$ cat src/rtl/pseq_pkg.sv
package pseq_pkg;

  typedef enum logic [3:0] {
    ST_IDLE, ST_REQ, ST_SUSP, ST_MAIN, ST_CORE,
    ST_PWROK, ST_CPUPG, ST_PCIREL, ST_RUN
  } seqState_t;

  // control -> datapath
  typedef struct packed {
    logic cntClr;
  } strobe_t;

  // datapath -> control
  typedef struct packed {
    logic pressPulse;
    logic sleepOk;
    logic vrmOk;
    logic stepDone;
    logic toDone;
    logic holdDone;
  } status_t;

  typedef struct packed {
    logic swOnReqN;
    logic suspRailEn;
    logic mainRailEn;
    logic coreVrEnN;
    logic nbPwrOk;
    logic sbPwrOk;
    logic cpuPwrGood;
    logic pciRstN;
    logic cpuRstN;
  } pwrOut_t;

endpackage

$ cat src/rtl/pseq_dp.sv
module pseq_dp #(
  parameter int DEB_CYC    = 16,
  parameter int STEP_CYC   = 64,
  parameter int PG_TIMEOUT = 4096,
  parameter int HOLD_CYC   = 50000,
  parameter int CNT_W      = 16
) (
  input  logic              clk,
  input  logic              rstN,
  input  logic              buttonN,
  input  logic              sbSlpB,
  input  logic              sbSlpC,
  input  logic              vrmGood,
  input  pseq_pkg::strobe_t strb,
  output pseq_pkg::status_t stat
);
  localparam int NUM_IN = 4;
  localparam int DEB_W  = $clog2(DEB_CYC + 1);
  localparam logic [NUM_IN-1:0] SYNC_INIT = 4'b0001;

  logic [NUM_IN-1:0] rawIn;
  logic [NUM_IN-1:0] syncd;
  assign rawIn = {vrmGood, sbSlpC, sbSlpB, buttonN};

  // two-stage synchronisers, one per asynchronous input
  for (genvar i = 0; i < NUM_IN; i++) begin : g_sync
    logic s1, s2;
    always_ff @(posedge clk or negedge rstN) begin
      if (!rstN) begin
        s1 <= SYNC_INIT[i];
        s2 <= SYNC_INIT[i];
      end else begin
        s1 <= rawIn[i];
        s2 <= s1;
      end
    end
    assign syncd[i] = s2;
  end

  // button filter: a new level must persist DEB_CYC samples
  logic             btnStable;
  logic [DEB_W-1:0] debCnt;
  logic             btnDiff, debHit;
  assign btnDiff = syncd[0] ^ btnStable;
  assign debHit  = btnDiff && (debCnt == DEB_W'(DEB_CYC - 1));

  always_ff @(posedge clk or negedge rstN) begin
    if (!rstN) begin
      btnStable <= 1'b1;
      debCnt    <= '0;
    end else if (btnDiff) begin
      if (debHit) begin
        btnStable <= syncd[0];
        debCnt    <= '0;
      end else begin
        debCnt <= debCnt + 1'b1;
      end
    end else begin
      debCnt <= '0;
    end
  end

  // shared step/timeout/hold counter
  logic [CNT_W-1:0] cnt;
  always_ff @(posedge clk or negedge rstN) begin
    if (!rstN)            cnt <= '0;
    else if (strb.cntClr) cnt <= '0;
    else                  cnt <= cnt + 1'b1;
  end

  always_comb begin
    stat.pressPulse = debHit && !syncd[0];
    stat.sleepOk    = syncd[1] && syncd[2];
    stat.vrmOk      = syncd[3];
    stat.stepDone   = (cnt == CNT_W'(STEP_CYC - 1));
    stat.toDone     = (cnt == CNT_W'(PG_TIMEOUT - 1));
    stat.holdDone   = (cnt == CNT_W'(HOLD_CYC - 1));
  end

endmodule

$ cat src/rtl/pseq_ctrl.sv
module pseq_ctrl (
  input  logic              clk,
  input  logic              rstN,
  input  pseq_pkg::status_t stat,
  output pseq_pkg::strobe_t strb,
  output pseq_pkg::pwrOut_t pwrOut
);
  import pseq_pkg::*;

  seqState_t state, nextState;
  logic      fault;

  function automatic pwrOut_t decode(seqState_t s);
    pwrOut_t o;
    o.swOnReqN   = (s != ST_REQ);
    o.suspRailEn = (s >= ST_SUSP);
    o.mainRailEn = (s >= ST_MAIN);
    o.coreVrEnN  = !(s >= ST_CORE);
    o.nbPwrOk    = (s >= ST_PWROK);
    o.sbPwrOk    = (s >= ST_PWROK);
    o.cpuPwrGood = (s >= ST_CPUPG);
    o.pciRstN    = (s >= ST_PCIREL);
    o.cpuRstN    = (s == ST_RUN);
    return o;
  endfunction

  assign fault = !stat.sleepOk || !stat.vrmOk;

  always_comb begin
    nextState = state;
    unique case (state)
      ST_IDLE:   if (stat.pressPulse) nextState = ST_REQ;
      ST_REQ:    if (stat.sleepOk)    nextState = ST_SUSP;
      ST_SUSP:   if (!stat.sleepOk)   nextState = ST_IDLE;
                 else if (stat.stepDone) nextState = ST_MAIN;
      ST_MAIN:   if (!stat.sleepOk)   nextState = ST_IDLE;
                 else if (stat.stepDone) nextState = ST_CORE;
      ST_CORE:   if (!stat.sleepOk)   nextState = ST_IDLE;
                 else if (stat.vrmOk) nextState = ST_PWROK;
                 else if (stat.toDone) nextState = ST_IDLE;
      ST_PWROK:  if (fault)           nextState = ST_IDLE;
                 else if (stat.stepDone) nextState = ST_CPUPG;
      ST_CPUPG:  if (fault)           nextState = ST_IDLE;
                 else if (stat.stepDone) nextState = ST_PCIREL;
      ST_PCIREL: if (fault)           nextState = ST_IDLE;
                 else if (stat.holdDone) nextState = ST_RUN;
      ST_RUN:    if (fault)           nextState = ST_IDLE;
      default:   nextState = ST_IDLE;
    endcase
  end

  assign strb.cntClr = (nextState != state);

  always_ff @(posedge clk or negedge rstN) begin
    if (!rstN) begin
      state  <= ST_IDLE;
      pwrOut <= decode(ST_IDLE);
    end else begin
      state  <= nextState;
      pwrOut <= decode(nextState);
    end
  end

endmodule

$ cat src/rtl/pwr_seq_top.sv
module pwr_seq_top #(
  parameter int DEB_CYC    = 16,
  parameter int STEP_CYC   = 64,
  parameter int PG_TIMEOUT = 4096,
  parameter int HOLD_CYC   = 50000
) (
  input  logic clk,
  input  logic rstN,
  input  logic buttonN,
  input  logic sbSlpB,
  input  logic sbSlpC,
  input  logic vrmGood,
  output logic swOnReqN,
  output logic suspRailEn,
  output logic mainRailEn,
  output logic coreVrEnN,
  output logic nbPwrOk,
  output logic sbPwrOk,
  output logic cpuPwrGood,
  output logic pciRstN,
  output logic cpuRstN
);
  localparam int MAX_A = (STEP_CYC > PG_TIMEOUT) ? STEP_CYC : PG_TIMEOUT;
  localparam int MAX_C = (MAX_A > HOLD_CYC) ? MAX_A : HOLD_CYC;
  localparam int CNT_W = $clog2(MAX_C + 1);

  pseq_pkg::strobe_t strb;
  pseq_pkg::status_t stat;
  pseq_pkg::pwrOut_t pwrOut;

  pseq_dp #(
    .DEB_CYC(DEB_CYC), .STEP_CYC(STEP_CYC), .PG_TIMEOUT(PG_TIMEOUT),
    .HOLD_CYC(HOLD_CYC), .CNT_W(CNT_W)
  ) dp_i (
    .clk(clk), .rstN(rstN), .buttonN(buttonN), .sbSlpB(sbSlpB),
    .sbSlpC(sbSlpC), .vrmGood(vrmGood), .strb(strb), .stat(stat)
  );

  pseq_ctrl ctrl_i (
    .clk(clk), .rstN(rstN), .stat(stat), .strb(strb), .pwrOut(pwrOut)
  );

  assign swOnReqN   = pwrOut.swOnReqN;
  assign suspRailEn = pwrOut.suspRailEn;
  assign mainRailEn = pwrOut.mainRailEn;
  assign coreVrEnN  = pwrOut.coreVrEnN;
  assign nbPwrOk    = pwrOut.nbPwrOk;
  assign sbPwrOk    = pwrOut.sbPwrOk;
  assign cpuPwrGood = pwrOut.cpuPwrGood;
  assign pciRstN    = pwrOut.pciRstN;
  assign cpuRstN    = pwrOut.cpuRstN;

endmodule

$ cat config.mk
export PLATFORM = sky130hd
export DESIGN_NAME = pwr_seq_top
export DESIGN_NICKNAME = d
export VERILOG_FILES = /design/src/rtl/pseq_pkg.sv /design/src/rtl/pseq_dp.sv /design/src/rtl/pseq_ctrl.sv /design/src/rtl/pwr_seq_top.sv
export SDC_FILE = /design/constraint.sdc
export NUM_CORES = 1
export LEC_CHECK = 0
export ABC_AREA = 1
export BUFFER_PORTS_ARGS = -buffer_cell sky130_fd_sc_hd__buf_2
export CORE_AREA = 10 10 75 77
export DETAILED_ROUTE_END_ITERATION = 7
export DIE_AREA = 0 0 85 87
export GPL_TIMING_DRIVEN = 0
export MAX_ROUTING_LAYER = met4
export PLACE_DENSITY_LB_ADDON = 0.1
export RECOVER_POWER = 100
export SKIP_LAST_GASP = 1
export SYNTH_ARGS = -nofsm -noshare
export SYNTH_HDL_FRONTEND = slang
export SYNTH_SLANG_ARGS = --single-unit
$ cat constraint.sdc
create_clock -name clk -period 2.6 [get_ports clk]
set_clock_uncertainty 0.15 [all_clocks]
set_input_delay 0.26 -clock clk [delete_from_list [all_inputs] [get_ports clk]]
set_output_delay 0.26 -clock clk [all_outputs]
set_load 0.03 [all_outputs]
=== Word-level counts from Yosys, hierarchy flattened ===
Index checks and enable logic that the tools add are counted.

* Reduce and logical (&&, ||, !) cells: 10
* Equal/unequal tests: 15
* Order comparisons: 6
* Muxes and demuxes: 20
* Bitwise gates (word level): 1
* $add $sub $neg: 2

{| class="wikitable"
|+ Operators by type and width
! kind !! count
|-
| 4-bit two-way mux || 16
|-
| 4-bit one-hot mux with 9 select lines || 1
|-
| 16-bit by 1-bit adder with 16-bit output (second input constant) || 1
|-
| 16-bit by 12-bit equality test with 1-bit output (second input constant) || 1
|-
| 16-bit equality test (second input constant) || 1
|-
| 16-bit by 6-bit equality test with 1-bit output (second input constant) || 1
|-
| 4-bit by 3-bit equality test with 1-bit output (second input constant) || 4
|-
| 4-bit by 3-bit >= comparator with 1-bit output (second input constant) || 4
|-
| 16-bit two-way mux || 1
|-
| 5-bit two-way mux || 2
|-
| 4-bit by 2-bit equality test with 1-bit output (second input constant) || 2
|-
| 4-bit equality test (second input constant) || 2
|-
| 4-bit by 2-bit >= comparator with 1-bit output (second input constant) || 2
|-
| 5-bit by 1-bit adder with 5-bit output (second input constant) || 1
|-
| 5-bit by 4-bit equality test with 1-bit output (second input constant) || 1
|-
| 4-bit by 1-bit equality test with 1-bit output (second input constant) || 1
|-
| 1-bit zero test || 4
|-
| 4-bit zero test || 1
|-
| 4-bit by 1-bit != test with 1-bit output (second input constant) || 1
|-
| 4-bit != test || 1
|-
| 1-bit logical AND || 3
|-
| 2-bit AND reduction || 1
|-
| 1-bit logical OR || 1
|-
| 1-bit XOR || 1
|}

* Bits of input ports: 6
* Register bits: 42

=== Longest topological paths before layout ===
* Word-level depth: 7
* Mapped depth: 14
* Mapped depth without buffers: 13

=== Cells and area by module ===
Synthesis repeated with hierarchy kept, for this count alone.

* Cells, all modules: 293
* Area, all modules: 2,184.6 um^2

{| class="wikitable"
|+ Modules (own cells, without submodules)
! module !! area each (um^2) !! cells an instance !! instances
|-
| pseq_dp || 1,437.6 || 184 || 1
|-
| pseq_ctrl || 747.0 || 109 || 1
|}

=== Least setup slack after synthesis ===
OpenSTA, ideal clock, no wires.

* Path kind: register -> register
* Start: register dp_i.cnt[0]
* End: register dp_i.cnt[5]
* Path slack: 0.650 ns
* Stages on the path, launching flop included: 14
* Buffers on the path: 1
* Arrival time: 1.673 ns
* Clock period less this slack: 1.950 ns
* Path through: dfrtp_1 ha_1 nand3_4 nor2_4 nand3_2 nand2_1 nand3_1 nand2_1 nand3_2 nand2_1 nand2_2 nand3_4 buf_12 nor2_4

* Word-level cells in the longest chain between the ends: 7

{| class="wikitable"
|+ Ends and longest elaborated chain
! item !! RTL line !! RTL
|-
| start: declaration || pseq_dp.sv:64 || <nowiki>logic [CNT_W-1:0] cnt;</nowiki>
|-
| start signal: assignment || pseq_dp.sv:68 || <nowiki>else cnt <= cnt + 1'b1;</nowiki>
|-
| 16-bit by 12-bit equality test with 1-bit output || pseq_dp.sv:76 || <nowiki>stat.toDone = (cnt == CNT_W'(PG_TIMEOUT - 1));</nowiki>
|-
| 4-bit two-way mux || pseq_ctrl.sv:40 || <nowiki>else if (stat.toDone) nextState = ST_IDLE;</nowiki>
|-
| 4-bit two-way mux || pseq_ctrl.sv:39 || <nowiki>else if (stat.vrmOk) nextState = ST_PWROK;</nowiki>
|-
| 4-bit two-way mux || pseq_ctrl.sv:38 || <nowiki>ST_CORE: if (!stat.sleepOk) nextState = ST_IDLE;</nowiki>
|-
| 4-bit one-hot mux with 9 select lines * || pseq_ctrl.sv:31 || <nowiki>unique case (state)</nowiki>
|-
| net ctrl_i.nextState[0] || pseq_ctrl.sv:10 || <nowiki>seqState_t state, nextState;</nowiki>
|-
| 4-bit != test * || pseq_ctrl.sv:52 || <nowiki>assign strb.cntClr = (nextState != state);</nowiki>
|-
| 16-bit two-way mux * || pseq_dp.sv:67 || <nowiki>else if (strb.cntClr) cnt <= '0;</nowiki>
|}

The timed path passes the listed nets; every way through them passes the cells marked *.
A chain may end at the register's enable or synchronous reset.

=== Final worst setup path ===
* Start: register dp_i.cnt[0]
* End: register dp_i.cnt[7]

* Word-level cells in the longest chain between the ends: 7

{| class="wikitable"
|+ Ends and longest elaborated chain
! item !! RTL line
|-
| 16-bit by 12-bit equality test with 1-bit output || pseq_dp.sv:76
|-
| 4-bit two-way mux || pseq_ctrl.sv:40
|-
| 4-bit two-way mux || pseq_ctrl.sv:39
|-
| 4-bit two-way mux || pseq_ctrl.sv:38
|-
| 4-bit one-hot mux with 9 select lines || pseq_ctrl.sv:31
|-
| 4-bit != test || pseq_ctrl.sv:52
|-
| 16-bit two-way mux * || pseq_dp.sv:67
|}

Every way passes the cells marked *; elsewhere a longest branch is shown, timed or not.

==> results list <==
* Min Clock Period, post-route: around 2.2 ns
- Top-area cell type share of the netlist area: between 40% and 50%
- After routing, the total negative slack on setup checks comes to 0 ns.
* Clock latency on the worst-skew pair: about 0.29 ns
- Antenna viol nets, final: 0
* Net count after synthesis: around 260
- In the synthesized netlist the async set-or-reset flop fraction comes to 100.0%.
- Combinational family with the most area after synthesis: simple AND/OR/NAND/NOR gates
* Synth Flop Type: sky130_fd_sc_hd__dfrtp_1
- The endpoint identified for the worst register-to-register timing path is dp_i.cnt[7]$_DFF_PN0_.
- Max H-tree Level: 2
- After legalization and detailed placement, the total HPWL measured between 2000 and 3000 um.
* Clock-pin slew on the worst setup and hold paths: about 0.08 ns
- The placed instances occupy a cell area of approximately 2400 um^2.
- Non-filler cells, final: approximately 330
* Max Cap Violations: 0
- Number of antenna violations at the first check in global routing: 0
* Standard cell with the maximum stage delay on the critical path: sky130_fd_sc_hd__dfrtp_1
* IO buf count: 14
- # nets final: roughly 290
* Launch instance of the worst min-delay path: dp_i.g_sync[3].s1$_DFF_PN0_
- Post-synthesis adder-cell area fraction: about 1.1%
- The final number of max-transition violations was 0.
* Post-synth design cell area: 2223 um^2
- Across all layers, the routed design uses between 1500 and 2000 vias.
- Counting instances, the worst hold path has a depth of 0.
- Category of the worst setup path capture point: flip-flop
- Final hold violation count: 0
- TritonCTS built the clock tree.
* Worst path setup slack after routing: 0.3996 ns
- Transition time at the pin with the least slew margin: around 1.0 ns
* Yosys warns: 0
- Area of combinational cells with multiple inputs: between 900 and 1000 um^2
- Commonest cells in the netlist: 51 x sky130_fd_sc_hd__nand2_1, 37 x sky130_fd_sc_hd__dfrtp_1, 35 x sky130_fd_sc_hd__nor2_1
- In this run the critical register-to-register path is launched from dp_i.cnt[0]$_DFF_PN0_.
- For the worst setup path, the data arrival time is approximately 2.2 ns.
- Post-synthesis average cell area: between 8 and 9 um^2
* Biggest fanout along the worst timing path: 10
- Final critical-path share of the clock period: 84.63%
* Worst Hold Class: flip-flop to flip-flop
* Cell variety after synth: 30
* Horizontal die dimension: around 85 um
- Summing the areas of all xor and xnor instances in the mapped netlist gives under 10% of the synthesized area.
- Area leader, netlist: sky130_fd_sc_hd__dfrtp_1
- In the global route stage, overall resource usage came out at a little under an eighth.
- Compound-Gate Fraction of Synth Area: 4.840%
- Initial standard-cell utilization of the core: 52.51%
* Detailed-route wire length: ~3800 um
- Basic-gate share of the synthesized area counting and, or, nand and nor cells: between 30% and 40%
- Register-to-register setup slack: ~0.4 ns
* Total core area: 4234 um^2
* CTS Sinks: between 40 and 50
- Measured in cells, the most critical reg-to-reg path has a length of 11.
- In the post-synthesis netlist, the cell with the most instances is sky130_fd_sc_hd__nand2_1.
- The analysis attributes to cell leakage a power of between 0.001 and 0.0015 uW.
- Worst Setup Slack post-DPL: between 0.4 and 0.5 ns
- Using the TritonRoute via totals, the vias-per-cell ratio works out to ~4.7.
- Portion of the post-synthesis area used by sequential elements: a little under half
* Routed wire length per instance: roughly 12 um
- Number of enable flip-flop cells after synthesis: 0
- The congestion estimate from routability-driven global placement came to 0.9158.
* Number of inserted filler cells in the final layout: ~380
- Ratio of cells with drive above 1 in the final layout: roughly 19%
- Full die area: 7395 um^2
- In this run, post-CTS hold repair placed 5 buffers.
* Total DRC errors in the routed layout: 0
- Counting flops and latches in the post-synthesis netlist gives 42.
- The worst setup path is launched from a flip-flop.
- Measured along the y axis, the die boundary spans 87 um.
- In this run the clock root is driven by a sky130_fd_sc_hd__clkbuf_8.
- Max VDD drop: approximately 330 uV
- Detailed Routing Iterations Pass 1: 4
- Kind of cell adding the most delay to the critical path: simple AND/OR/NAND/NOR gates
- Setup repair after global routing left no endpoint under its margin.
- Max Freq: about 0.45 GHz
- Status: finished, final reports clean
* Diodes inserted: 0
- Clock buffers created by TritonCTS: 5
* Sequential cell area in the final layout: 1057 um^2
* FP Rows: 24
- Post-CTS timing repair inserted 0 buffers for setup.
* Classification of the worst setup path: flip-flop to flip-flop
* I/O pin count: 15
- The first global-routing pass estimated 6996 um of wire.
- Setup violations remaining at the end of the flow were counted as 0.
- Synthesized netlist cell count: roughly 250
- Data on the critical path is required at its endpoint by approximately 2.6 ns.
* Final cell area excluding filler cells: around 2400 um^2
- Global routing finished with a remaining overflow of 0.
* Pin count of the biggest net entering global routing: 43
- In this run the deepest clock path goes through 2 buffers.
- Bufs and invs on worst path: 1
* Headroom to the max-slew limit: between 30% and 40%
- In this run, the number of DRC markers left after iteration 0 of detailed routing was 37.
- Traced cell by cell, the critical path runs through ha_1 > nand3_4 > nor2_1 > nand2_1 > nand2_1 > nand3_1 > o21bai_2 > a21oi_4 > nand3_4 > buf_12 > nor2_1.
- Maximum cell stage delay along the critical path: 0.37 ns
- Relative to the synthesized area, the layout overhead comes to 9.904%.
- The via count of the first global-routing pass was 1597.
- Worst Hold Path EP: dp_i.g_sync[3].s2$_DFF_PN0_
- Multiplexer cells account for 0% of the synthesized area.
- Dividing total power by cell area gives a power density of 544.9 nW/um^2.
- Post-cts gate resize count: 0
* Ranking of synthesized cells by area: sky130_fd_sc_hd__dfrtp_1 42%, sky130_fd_sc_hd__nand2_1 8.6%, sky130_fd_sc_hd__nor2_4 6.6%, sky130_fd_sc_hd__dfstp_2 5.9%, sky130_fd_sc_hd__nor2_1 5.9%
- Once placement completed, the tool counted placed cells totaling 319.
==> kinds of logic (layout without fill, tap and decap cells) <==
group	count (synthesis)	in the layout
AO/OA/AOI/OAI	15	15
XOR/XNOR	10	10
adder cells (fa/ha/maj)	2	2
buffers and inverters	40	67
flip-flops	42	42
AND/OR/NAND/NOR	144	144
==> worst max-delay path by stage <==
stage / start / slack, ns / end / depth (start not counted)
final: dp_i.cnt[0]$_DFF_PN0_ / 0.40 / dp_i.cnt[7]$_DFF_PN0_ / 11
after global routing: dp_i.debCnt[0]$_DFF_PN0_ / 0.11 / dp_i.cnt[7]$_DFF_PN0_ / 14
after CTS: dp_i.cnt[0]$_DFF_PN0_ / 0.38 / dp_i.cnt[6]$_DFF_PN0_ / 13
after detailed placement: dp_i.cnt[0]$_DFF_PN0_ / 0.41 / dp_i.cnt[6]$_DFF_PN0_ / 13
after global placement: dp_i.cnt[0]$_DFF_PN0_ / 0.41 / dp_i.cnt[6]$_DFF_PN0_ / 13
after floorplan: dp_i.cnt[0]$_DFF_PN0_ / 0.65 / dp_i.cnt[5]$_DFF_PN0_ / 13
==> state kept, by name, summed over array words and instances (netlist names) <==
signal          count
ctrl_i.state        4
dp_i.debCnt         5
dp_i.cnt           16
dp_i.g_sync.s1      4
dp_i.btnStable      1
ctrl_i.pwrOut       8
dp_i.g_sync.s2      4
==> layer usage <==
layer / GRT usage (%) / vias to the layer above / routed length, um / share of wire [%]
li1: - / 833 / - / -
met1: 13.43 / 706 / 1815 / 47
met2: 18.60 / 20 / 1744 / 46
met3: 4.213 / 8 / 190 / 5.0
met4: 4.491 / 0 / 77 / 2.0
met5: - / - / 0 / 0
==> report_power, final <==
group	switching (uW)	total [uW]	internal (uW)	leakage (uW)
logic	61.5	106	45.0	0.000610
clock network	216	499	283	0.0000579
registers	35.8	726	690	0.000544
==> worst reg2reg max path, stage by stage (launching register included) <==
cell                       delay, ns
sky130_fd_sc_hd__dfrtp_1        0.37
sky130_fd_sc_hd__ha_1           0.25
sky130_fd_sc_hd__nand3_4        0.14
sky130_fd_sc_hd__nor2_1         0.26
sky130_fd_sc_hd__nand2_1        0.10
sky130_fd_sc_hd__nand2_1        0.07
sky130_fd_sc_hd__nand3_1        0.09
sky130_fd_sc_hd__o21bai_2       0.23
sky130_fd_sc_hd__a21oi_4        0.09
sky130_fd_sc_hd__nand3_4        0.14
sky130_fd_sc_hd__buf_12         0.16
sky130_fd_sc_hd__nor2_1         0.05
==> cell type report <==
| type | instances | share of cell area [%] |
|---|---|---|
| timing repair buffer | 19 | 4.455 |
| buffer | 2 | 1.126 |
| sequential | 42 | 43.27 |
| clock buffer | 5 | 2.816 |
| inverter | 38 | 5.888 |
| clock inverter | 3 | 1.639 |
| tap | 52 | 2.663 |
| multi-input combinational | 171 | 38.15 |
==> cells in the final DEF (no fill, tap or decap), types with 6 or more instances in the layout <==
cell,count
sky130_fd_sc_hd__nand2_1,53
sky130_fd_sc_hd__nor2_1,44
sky130_fd_sc_hd__dfrtp_1,37
sky130_fd_sc_hd__inv_1,34
sky130_fd_sc_hd__nand3_1,13
sky130_fd_sc_hd__clkbuf_1,9
sky130_fd_sc_hd__nand2_2,7
sky130_fd_sc_hd__o21ai_0,7
sky130_fd_sc_hd__nor2_4,6
sky130_fd_sc_hd__xor2_1,6
==> through the flow <==
step,util [%],hold WS (ns),power (uW)
after floorplan,-,-0.1856,812.9
after global placement,55.70,0.1829,842.1
after detailed placement,55.70,0.1847,846.5
after CTS,59.46,0.2016,1356
after global routing,57.71,0.2128,1391
final,57.71,0.1995,1331
Note: power is estimated with default switching activity, not from simulation.
